**src/rtl/wbt_pkg.sv**
```systemverilog
package wbt_pkg;
   localparam logic [2:0] CMD_NOP = 3'b111;
   localparam logic [2:0] CMD_ACT = 3'b011;
   localparam logic [2:0] CMD_RD  = 3'b101;
   localparam logic [2:0] CMD_WR  = 3'b100;
   localparam logic [2:0] CMD_PRE = 3'b010;

   typedef enum logic [2:0] {
      ST_IDLE, ST_ACT, ST_RCD, ST_XFER, ST_RPW, ST_RD
   } wbt_state_e;

   function automatic int ceil_div(input int num, input int den);
      return (num + den - 1) / den;
   endfunction

   function automatic int at_least_one(input int v);
      return (v < 1) ? 1 : v;
   endfunction
endpackage

```
**src/rtl/wbt_wait_ctr.sv**
```systemverilog
module wbt_wait_ctr #(
   parameter int WIDTH = 4
) (
   input  logic             clk,
   input  logic             rst_n,
   input  logic             load,
   input  logic [WIDTH-1:0] load_val,
   output logic             done
);
   logic [WIDTH-1:0] cnt_q;

   always_ff @(posedge clk or negedge rst_n) begin
      if (!rst_n)              cnt_q <= '0;
      else if (load)           cnt_q <= load_val;
      else if (cnt_q != '0)    cnt_q <= cnt_q - 1'b1;
   end

   assign done = (cnt_q == '0);
endmodule

```
**src/rtl/wbt_delay.sv**
```systemverilog
module wbt_delay #(
   parameter int DEPTH = 2
) (
   input  logic clk,
   input  logic rst_n,
   input  logic din,
   output logic dout
);
   generate
      if (DEPTH == 0) begin : g_pass
         assign dout = din;
      end else begin : g_pipe
         logic [DEPTH-1:0] sh_q;
         always_ff @(posedge clk or negedge rst_n) begin
            if (!rst_n) sh_q <= '0;
            else        sh_q <= {sh_q[DEPTH-2 >= 0 ? DEPTH-2 : 0 : 0], din} & {DEPTH{1'b1}};
         end
         if (DEPTH == 1) begin : g_one
            assign dout = sh_q[0];
         end else begin : g_many
            assign dout = sh_q[DEPTH-1];
         end
      end
   endgenerate
endmodule

```
**src/rtl/wburst_term.sv**
```systemverilog
module wburst_term
   import wbt_pkg::*;
#(
   parameter int BANK_W    = 2,
   parameter int ADDR_W    = 13,
   parameter int COL_W     = 10,
   parameter int DQ_W      = 16,
   parameter int BURST_LEN = 4,
   parameter int CLK_PS    = 20000,
   parameter int TWR_PS    = 7500,
   parameter int TRP_PS    = 45000,
   parameter int TRCD_PS   = 30000,
   parameter int CAS_LAT   = 2
) (
   input  logic              clk,
   input  logic              rst_n,
   input  logic              req_valid,
   input  logic              req_full_page,
   input  logic [BANK_W-1:0] req_bank,
   input  logic [ADDR_W-1:0] req_row,
   input  logic [COL_W-1:0]  req_col,
   input  logic [COL_W:0]    req_beats,
   input  logic [DQ_W-1:0]   wr_data,
   output logic              data_take,
   input  logic              rd_req,
   input  logic [BANK_W-1:0] rd_bank,
   input  logic [COL_W-1:0]  rd_col,
   output logic              busy,
   output logic [2:0]        sd_cmd,
   output logic [BANK_W-1:0] sd_ba,
   output logic [ADDR_W-1:0] sd_addr,
   output logic [DQ_W-1:0]   sd_dq_out,
   output logic              sd_dq_oe,
   output logic              sd_dqm,
   output logic              rd_strobe
);
   localparam int TWR_CYC  = 1 + ceil_div(TWR_PS, CLK_PS);
   localparam int TRP_CYC  = at_least_one(ceil_div(TRP_PS, CLK_PS));
   localparam int TRCD_CYC = at_least_one(ceil_div(TRCD_PS, CLK_PS));
   localparam int BEAT_W   = COL_W + 1;
   localparam int CNT_W    = $clog2((1 << COL_W) + TWR_CYC + 2) + 1;
   localparam int WAIT_W   = $clog2(TRP_CYC + TRCD_CYC + 1) + 1;

   generate
      if (COL_W > 10 || ADDR_W < 11) begin : g_bad_addr
         $error("column must sit below address bit 10");
      end
      if (BURST_LEN != 1 && BURST_LEN != 2 && BURST_LEN != 4 && BURST_LEN != 8) begin : g_bad_bl
         $error("burst length must be 1, 2, 4 or 8");
      end
      if (CAS_LAT < 1 || CAS_LAT > 3) begin : g_bad_cl
         $error("CAS latency out of range");
      end
      if (TRP_CYC > 200 || TWR_CYC > 200) begin : g_bad_tim
         $error("timing too long for the checker counters");
      end
   endgenerate

   wbt_state_e state_q, state_d;
   logic [BANK_W-1:0] bank_q, rdbank_q;
   logic [ADDR_W-1:0] row_q;
   logic [COL_W-1:0]  col_q, rdcol_q;
   logic              full_q;
   logic [BEAT_W-1:0] want_q, want_d;
   logic [CNT_W-1:0]  cyc_q, pre_at_q;
   logic              wait_load, wait_done;
   logic [WAIT_W-1:0] wait_val;
   logic              at_pre, beat;

   // wanted beats: fixed bursts clamp to the burst length, full page needs one
   always_comb begin
      if (req_full_page)
         want_d = (req_beats == '0) ? BEAT_W'(1) : req_beats;
      else if (req_beats == '0 || req_beats >= BEAT_W'(BURST_LEN))
         want_d = BEAT_W'(BURST_LEN);
      else
         want_d = req_beats;
   end

   assign at_pre = (state_q == ST_XFER) && (cyc_q == pre_at_q);
   assign beat   = (state_q == ST_XFER) && (cyc_q < CNT_W'(want_q));

   always_comb begin
      state_d   = state_q;
      wait_load = 1'b0;
      wait_val  = '0;
      unique case (state_q)
         ST_IDLE: if (req_valid) state_d = ST_ACT;
         ST_ACT: begin
            if (TRCD_CYC > 1) begin
               state_d   = ST_RCD;
               wait_load = 1'b1;
               wait_val  = WAIT_W'(TRCD_CYC - 2);
            end else begin
               state_d = ST_XFER;
            end
         end
         ST_RCD: if (wait_done) state_d = ST_XFER;
         ST_XFER: begin
            if (at_pre) begin
               if (TRP_CYC > 1) begin
                  state_d   = ST_RPW;
                  wait_load = 1'b1;
                  wait_val  = WAIT_W'(TRP_CYC - 2);
               end else begin
                  state_d = ST_IDLE;
               end
            end else if (rd_req) begin
               state_d = ST_RD;
            end
         end
         ST_RPW: if (wait_done) state_d = ST_IDLE;
         ST_RD:  state_d = ST_IDLE;
         default: state_d = ST_IDLE;
      endcase
   end

   always_ff @(posedge clk or negedge rst_n) begin
      if (!rst_n) begin
         state_q  <= ST_IDLE;
         bank_q   <= '0;
         row_q    <= '0;
         col_q    <= '0;
         full_q   <= 1'b0;
         want_q   <= '0;
         pre_at_q <= '0;
         cyc_q    <= '0;
         rdbank_q <= '0;
         rdcol_q  <= '0;
      end else begin
         state_q <= state_d;
         if (state_q == ST_IDLE && req_valid) begin
            bank_q   <= req_bank;
            row_q    <= req_row;
            col_q    <= req_col;
            full_q   <= req_full_page;
            want_q   <= want_d;
            pre_at_q <= CNT_W'(want_d) + CNT_W'(TWR_CYC - 1);
         end
         if (state_q == ST_XFER) cyc_q <= cyc_q + 1'b1;
         else                    cyc_q <= '0;
         if (state_q == ST_XFER && !at_pre && rd_req) begin
            rdbank_q <= rd_bank;
            rdcol_q  <= rd_col;
         end
      end
   end

   wbt_wait_ctr #(.WIDTH(WAIT_W)) u_wait (
      .clk      (clk),
      .rst_n    (rst_n),
      .load     (wait_load),
      .load_val (wait_val),
      .done     (wait_done)
   );

   wbt_delay #(.DEPTH(CAS_LAT)) u_rdlat (
      .clk   (clk),
      .rst_n (rst_n),
      .din   (state_q == ST_RD),
      .dout  (rd_strobe)
   );

   always_comb begin
      sd_cmd    = CMD_NOP;
      sd_ba     = bank_q;
      sd_addr   = '0;
      sd_dqm    = 1'b1;
      sd_dq_oe  = 1'b0;
      sd_dq_out = '0;
      data_take = beat;
      unique case (state_q)
         ST_ACT: begin
            sd_cmd  = CMD_ACT;
            sd_addr = row_q;
         end
         ST_XFER: begin
            if (cyc_q == '0) begin
               sd_cmd  = CMD_WR;
               sd_addr = ADDR_W'(col_q);
            end else if (at_pre) begin
               sd_cmd = CMD_PRE;
            end
            sd_dqm    = !beat;
            sd_dq_oe  = full_q || (cyc_q < CNT_W'(BURST_LEN));
            sd_dq_out = beat ? wr_data : '0;
         end
         ST_RD: begin
            sd_cmd  = CMD_RD;
            sd_ba   = rdbank_q;
            sd_addr = ADDR_W'(rdcol_q);
            sd_dqm  = 1'b0;
         end
         default: ;
      endcase
   end

   assign busy = (state_q != ST_IDLE);
endmodule

```
**config.mk**
```make
export PLATFORM = sky130hd
export DESIGN_NAME = wburst_term
export DESIGN_NICKNAME = d
export VERILOG_FILES = /design/src/rtl/wbt_pkg.sv /design/src/rtl/wbt_wait_ctr.sv /design/src/rtl/wbt_delay.sv /design/src/rtl/wburst_term.sv
export SDC_FILE = /design/constraint.sdc
export NUM_CORES = 1
export LEC_CHECK = 0
export BUFFER_PORTS_ARGS = -buffer_cell sky130_fd_sc_hd__buf_2
export CAP_MARGIN = 20
export CORE_ASPECT_RATIO = 0.75
export CORE_MARGIN = 2
export CORE_UTILIZATION = 58
export CTS_BUF_LIST = sky130_fd_sc_hd__clkbuf_16
export DETAILED_ROUTE_END_ITERATION = 12
export PLACE_DENSITY = 0.87
export SLEW_MARGIN = 20
export SYNTH_ARGS = -nofsm -noshare
export SYNTH_HDL_FRONTEND = slang
export SYNTH_HIERARCHICAL = 1
export SYNTH_SLANG_ARGS = --single-unit
```
**constraint.sdc**
```tcl
create_clock -name clk -period 3.5 [get_ports clk]
set_input_delay 0.175 -clock clk [delete_from_list [all_inputs] [get_ports clk]]
set_output_delay 0.175 -clock clk [all_outputs]
set_load 0.05 [all_outputs]
```
==> flow_metrics.env <==
export IMPL_yosysTopAreaCellShare_pct=46.66
export IMPL_synth_sequential_area_ratio_pct=46.66
export IMPL_area_growth_synth_to_final_pct=20.34
export IMPL_grt_ovfl_total=0
export IMPL_final_min_period_over_clock_period_pct=81.86
export IMPL_cp_arrival_ns=2.69
export IMPL_postRouteAntennaNets=0
export IMPL_top_usage_layer="met2"
export IMPL_fin_nets=665
export IMPL_postSynthRegisterBits=82
export IMPL_hold_viol_final=0
export IMPL_cts_buffer_depth=2
export IMPL_met1_usage_pct=36.79
export IMPL_cp_data_required_time_ns=3.32
export IMPL_synth_edff_count=0
export IMPL_grt_met3_usage_pct=7.592
export IMPL_final_setup_viol_count=0
export IMPL_fill_cells=536
export IMPL_chipWidth_um=104.6
export IMPL_seq_power_share_pct=34.8
export IMPL_gr_usage_met2_pct=44.18
export IMPL_drt_iter0_drc=175
export IMPL_synthesis_yosys_warnings=6
export IMPL_area_sequential_um2=2052
export IMPL_syn_mean_instance_area_um2=9.259
export IMPL_rsz_0062_raised_after_global_routing="false"
export IMPL_ctsHtreeMaxLevel=3
export IMPL_grt_pass1_wl_um=17830
export IMPL_critPathLaunchType="flip-flop"
export IMPL_gp_congestion=0.8978
export IMPL_power_leakage_nw=2.688
export IMPL_setup_slack_of_the_worst_register_to_register_path_ns=0.78
export IMPL_fp_row_count=27
export IMPL_power_share_switching_pct=45.08
export IMPL_synth_largest_area_cell="sky130_fd_sc_hd__dfrtp_1"
export IMPL_worst_slew_pin_slew_ns=0.8197
export IMPL_syn_instance_count=475
export IMPL_final_max_slew_viol_count=0
export IMPL_cts_buffers_inserted=9
export IMPL_synth_most_common_cell="sky130_fd_sc_hd__nand2_1"
export IMPL_path_max_fanout=18
export IMPL_firstDrtPassIters=5
export IMPL_detailed_place_hpwl_um=7742
export IMPL_clockRootBuffer="sky130_fd_sc_hd__clkbuf_16"
export IMPL_synth_cell_type_count=51
export IMPL_total_global_route_track_usage_pct=27.43
export IMPL_maxCapViolations=0
export IMPL_synthTopCellsByArea="sky130_fd_sc_hd__dfrtp_1 (47%), sky130_fd_sc_hd__nand2_1 (12%), sky130_fd_sc_hd__mux2_2 (4.4%)"
export IMPL_grt_pass1_vias=3801
export IMPL_setup_total_negative_slack_ns=0
export IMPL_multi_input_comb_area_um2=2200
export IMPL_num_io_pins=108
export IMPL_worst_ir_drop_vdd_mv=0.4995
export IMPL_post_cts_setup_buffers=0
export IMPL_initial_antenna_violation_count=0
export IMPL_worstSkewPairLatency_ns=0.33
export IMPL_timing_slew_headroom_pct=44.85
export IMPL_ys_dominant_reg_cell="sky130_fd_sc_hd__dfrtp_1"
export IMPL_netlist_area_um2=4398
export IMPL_status="complete, no violations"
export IMPL_worst_path_max_delay_cell="sky130_fd_sc_hd__or4_4"
export IMPL_path_class="flip-flop to primary output"
export IMPL_timing_critical_path_cells="ha_1 > or4_4 > a2111oi_4 > a31oi_4 > and2b_2 > buf_2"
export IMPL_clock_sinks=82
export IMPL_pwr_share_clk_pct=17.6
export IMPL_detail_route_drc_violations=0
export IMPL_drt_wirelength_per_cell_um=15.88
export IMPL_drive_above_1_share_pct=29.57
export IMPL_pin_count_of_the_biggest_net_entering_global_routing=83
export IMPL_min_delay_path_class="input pin to flip-flop"
export IMPL_skew_ns=0.006513
export IMPL_net_switching_power_mw=2.081
export IMPL_intPower_mw=2.535
export IMPL_critical_path_max_stage_delay_ns=0.50
export IMPL_final_period_minus_worst_setup_slack_ns=2.865
export IMPL_setup_worst_path_end_class="primary output"
export IMPL_core_area_um2=7331
export IMPL_vias_per_cell=5.593
export IMPL_floorplan_initialDensity_pct=59.99
export IMPL_tritoncts="done"
export IMPL_power_per_cell_area_nw_per_um2=872.2
export IMPL_postSynth_asyncResetShare_pct=100.0
export IMPL_via_count=3837
export IMPL_chipHeight_um=79.41
export IMPL_share_comb_of_total_power_pct=47.6
export IMPL_synth_top_cells_by_count="sky130_fd_sc_hd__nand2_1 (139), sky130_fd_sc_hd__dfrtp_1 (82), sky130_fd_sc_hd__nor2_1 (30)"
export IMPL_hold_slack_final_ns=0.03106
export IMPL_port_buffers=107
export IMPL_clock_pin_slew_of_the_registers_on_the_worst_case_setup_and_hold_paths_ns=0.06
export IMPL_clock_fmax_ghz=0.3490
export IMPL_antenna_cells_inserted=0
export IMPL_route_final_wire_length_um=10890
export IMPL_dieArea_um2=8302
## power groups by stage
stage / sequential (mW) / clock, mW / combinational (mW)
4_1_cts: 1.60 / 0.819 / 2.19
6_report: 1.60 / 0.812 / 2.20
3_3_place_gp: 1.58 / 0 / 2.10
3_5_place_dp: 1.61 / 0 / 2.17
5_1_grt: 1.65 / 0.866 / 2.39
2_1_floorplan: 1.50 / 0 / 1.78
## cells by family after synthesis
group | count (synthesis) | share of synthesized area (%)
other cells | 1 | 0.08527
mux | 20 | 5.036
fa+ha+maj | 14 | 3.983
compound gates | 49 | 7.795
simple gates | 241 | 26.49
xor+xnor | 31 | 6.174
buf+inv | 37 | 3.784
flops | 82 | 46.66
## metrics by stage
stage	power [mW]	utilization [%]	std cells	area, µm²	worst slack [ns]
final	4.616	72.20	686	5293	0.6349
after global routing	4.904	72.20	686	5293	0.5077
after CTS	4.608	71.96	685	5275	0.6280
after detailed placement	3.777	68.54	671	5025	0.8262
after global placement	3.685	68.54	671	5025	1.025
after floorplan	3.280	-	477	4405	1.098
## worst max-delay path: cells and delay by family (launching register included)
family	cells	cell delay [ns]
simple gates	2	0.79
flops	1	0.45
fa+ha+maj	1	0.21
buf+inv	1	0.25
compound gates	2	0.66
## final timing paths
kind	cells after the start	from	to
setup / recovery	6	cyc_q[10]$_DFF_PN0_	sd_dq_out[2]
max in group asynchronous	2	rst_n	cyc_q[11]$_DFF_PN0_
setup reg to reg	6	state_q[1]$_DFFE_PN0P_	u_wait/cnt_q[3]$_DFFE_PN0P_
hold / removal	3	req_col[6]	col_q[6]$_DFFE_PN0P_
hold reg to reg	0	u_rdlat/g_pipe.sh_q[0]$_DFF_PN0_	u_rdlat/g_pipe.sh_q[1]$_DFF_PN0_
min in group asynchronous	2	rst_n	cyc_q[7]$_DFF_PN0_
## repair_timing
item,CTS,global route
endpoints found under the setup margin,0,0
gates resized for setup,0,0
hold endpoints to repair,0,82
hold buffers,0,1
## registers in the layout, summed over array words and instances (netlist names)
name                 flops
u_rdlat/g_pipe.sh_q      2
rdcol_q                 10
row_q                   13
bank_q                   2
state_q                  3
pre_at_q                12
col_q                   10
cyc_q                   12
full_q                   1
u_wait/cnt_q             4
want_q                  11
rdbank_q                 2
## metal layers
layer / vias up / wire [µm]
li1: 1774 / -
met1: 1837 / 4799
met2: 203 / 4968
met3: 23 / 997
met4: 0 / 128
met5: - / 0
## layout by cell type (no fill, tap or decap), drive strengths merged, types with 2 or more instances in the layout
master	instances
a21oi	2
a22oi	10
a31oi	3
and2	6
and2b	8
and3	4
buf	114
clkbuf	9
clkinv	3
conb	3
dfrtp	82
ha	14
inv	17
mux2	17
mux2i	3
nand2	140
nand2b	3
nand3	7
nand3b	3
nand4	8
nor2	30
nor2b	11
nor3	6
nor3b	2
nor4	3
o21a	2
o21ai	24
or2	2
or4	3
xnor2	17
xor2	14
## layout make-up
| class | count | area share (%) |
|---|---|---|
| Multi-Input combinational cell | 358 | 41.56 |
| Sequential cell | 82 | 38.77 |
| Timing Repair Buffer | 115 | 11.42 |
| Clock buffer | 9 | 4.255 |
| Tap cell | 101 | 2.388 |
| Inverter | 16 | 1.135 |
| Clock inverter | 5 | 0.4728 |
Note: power is estimated with default switching activity, not from simulation.
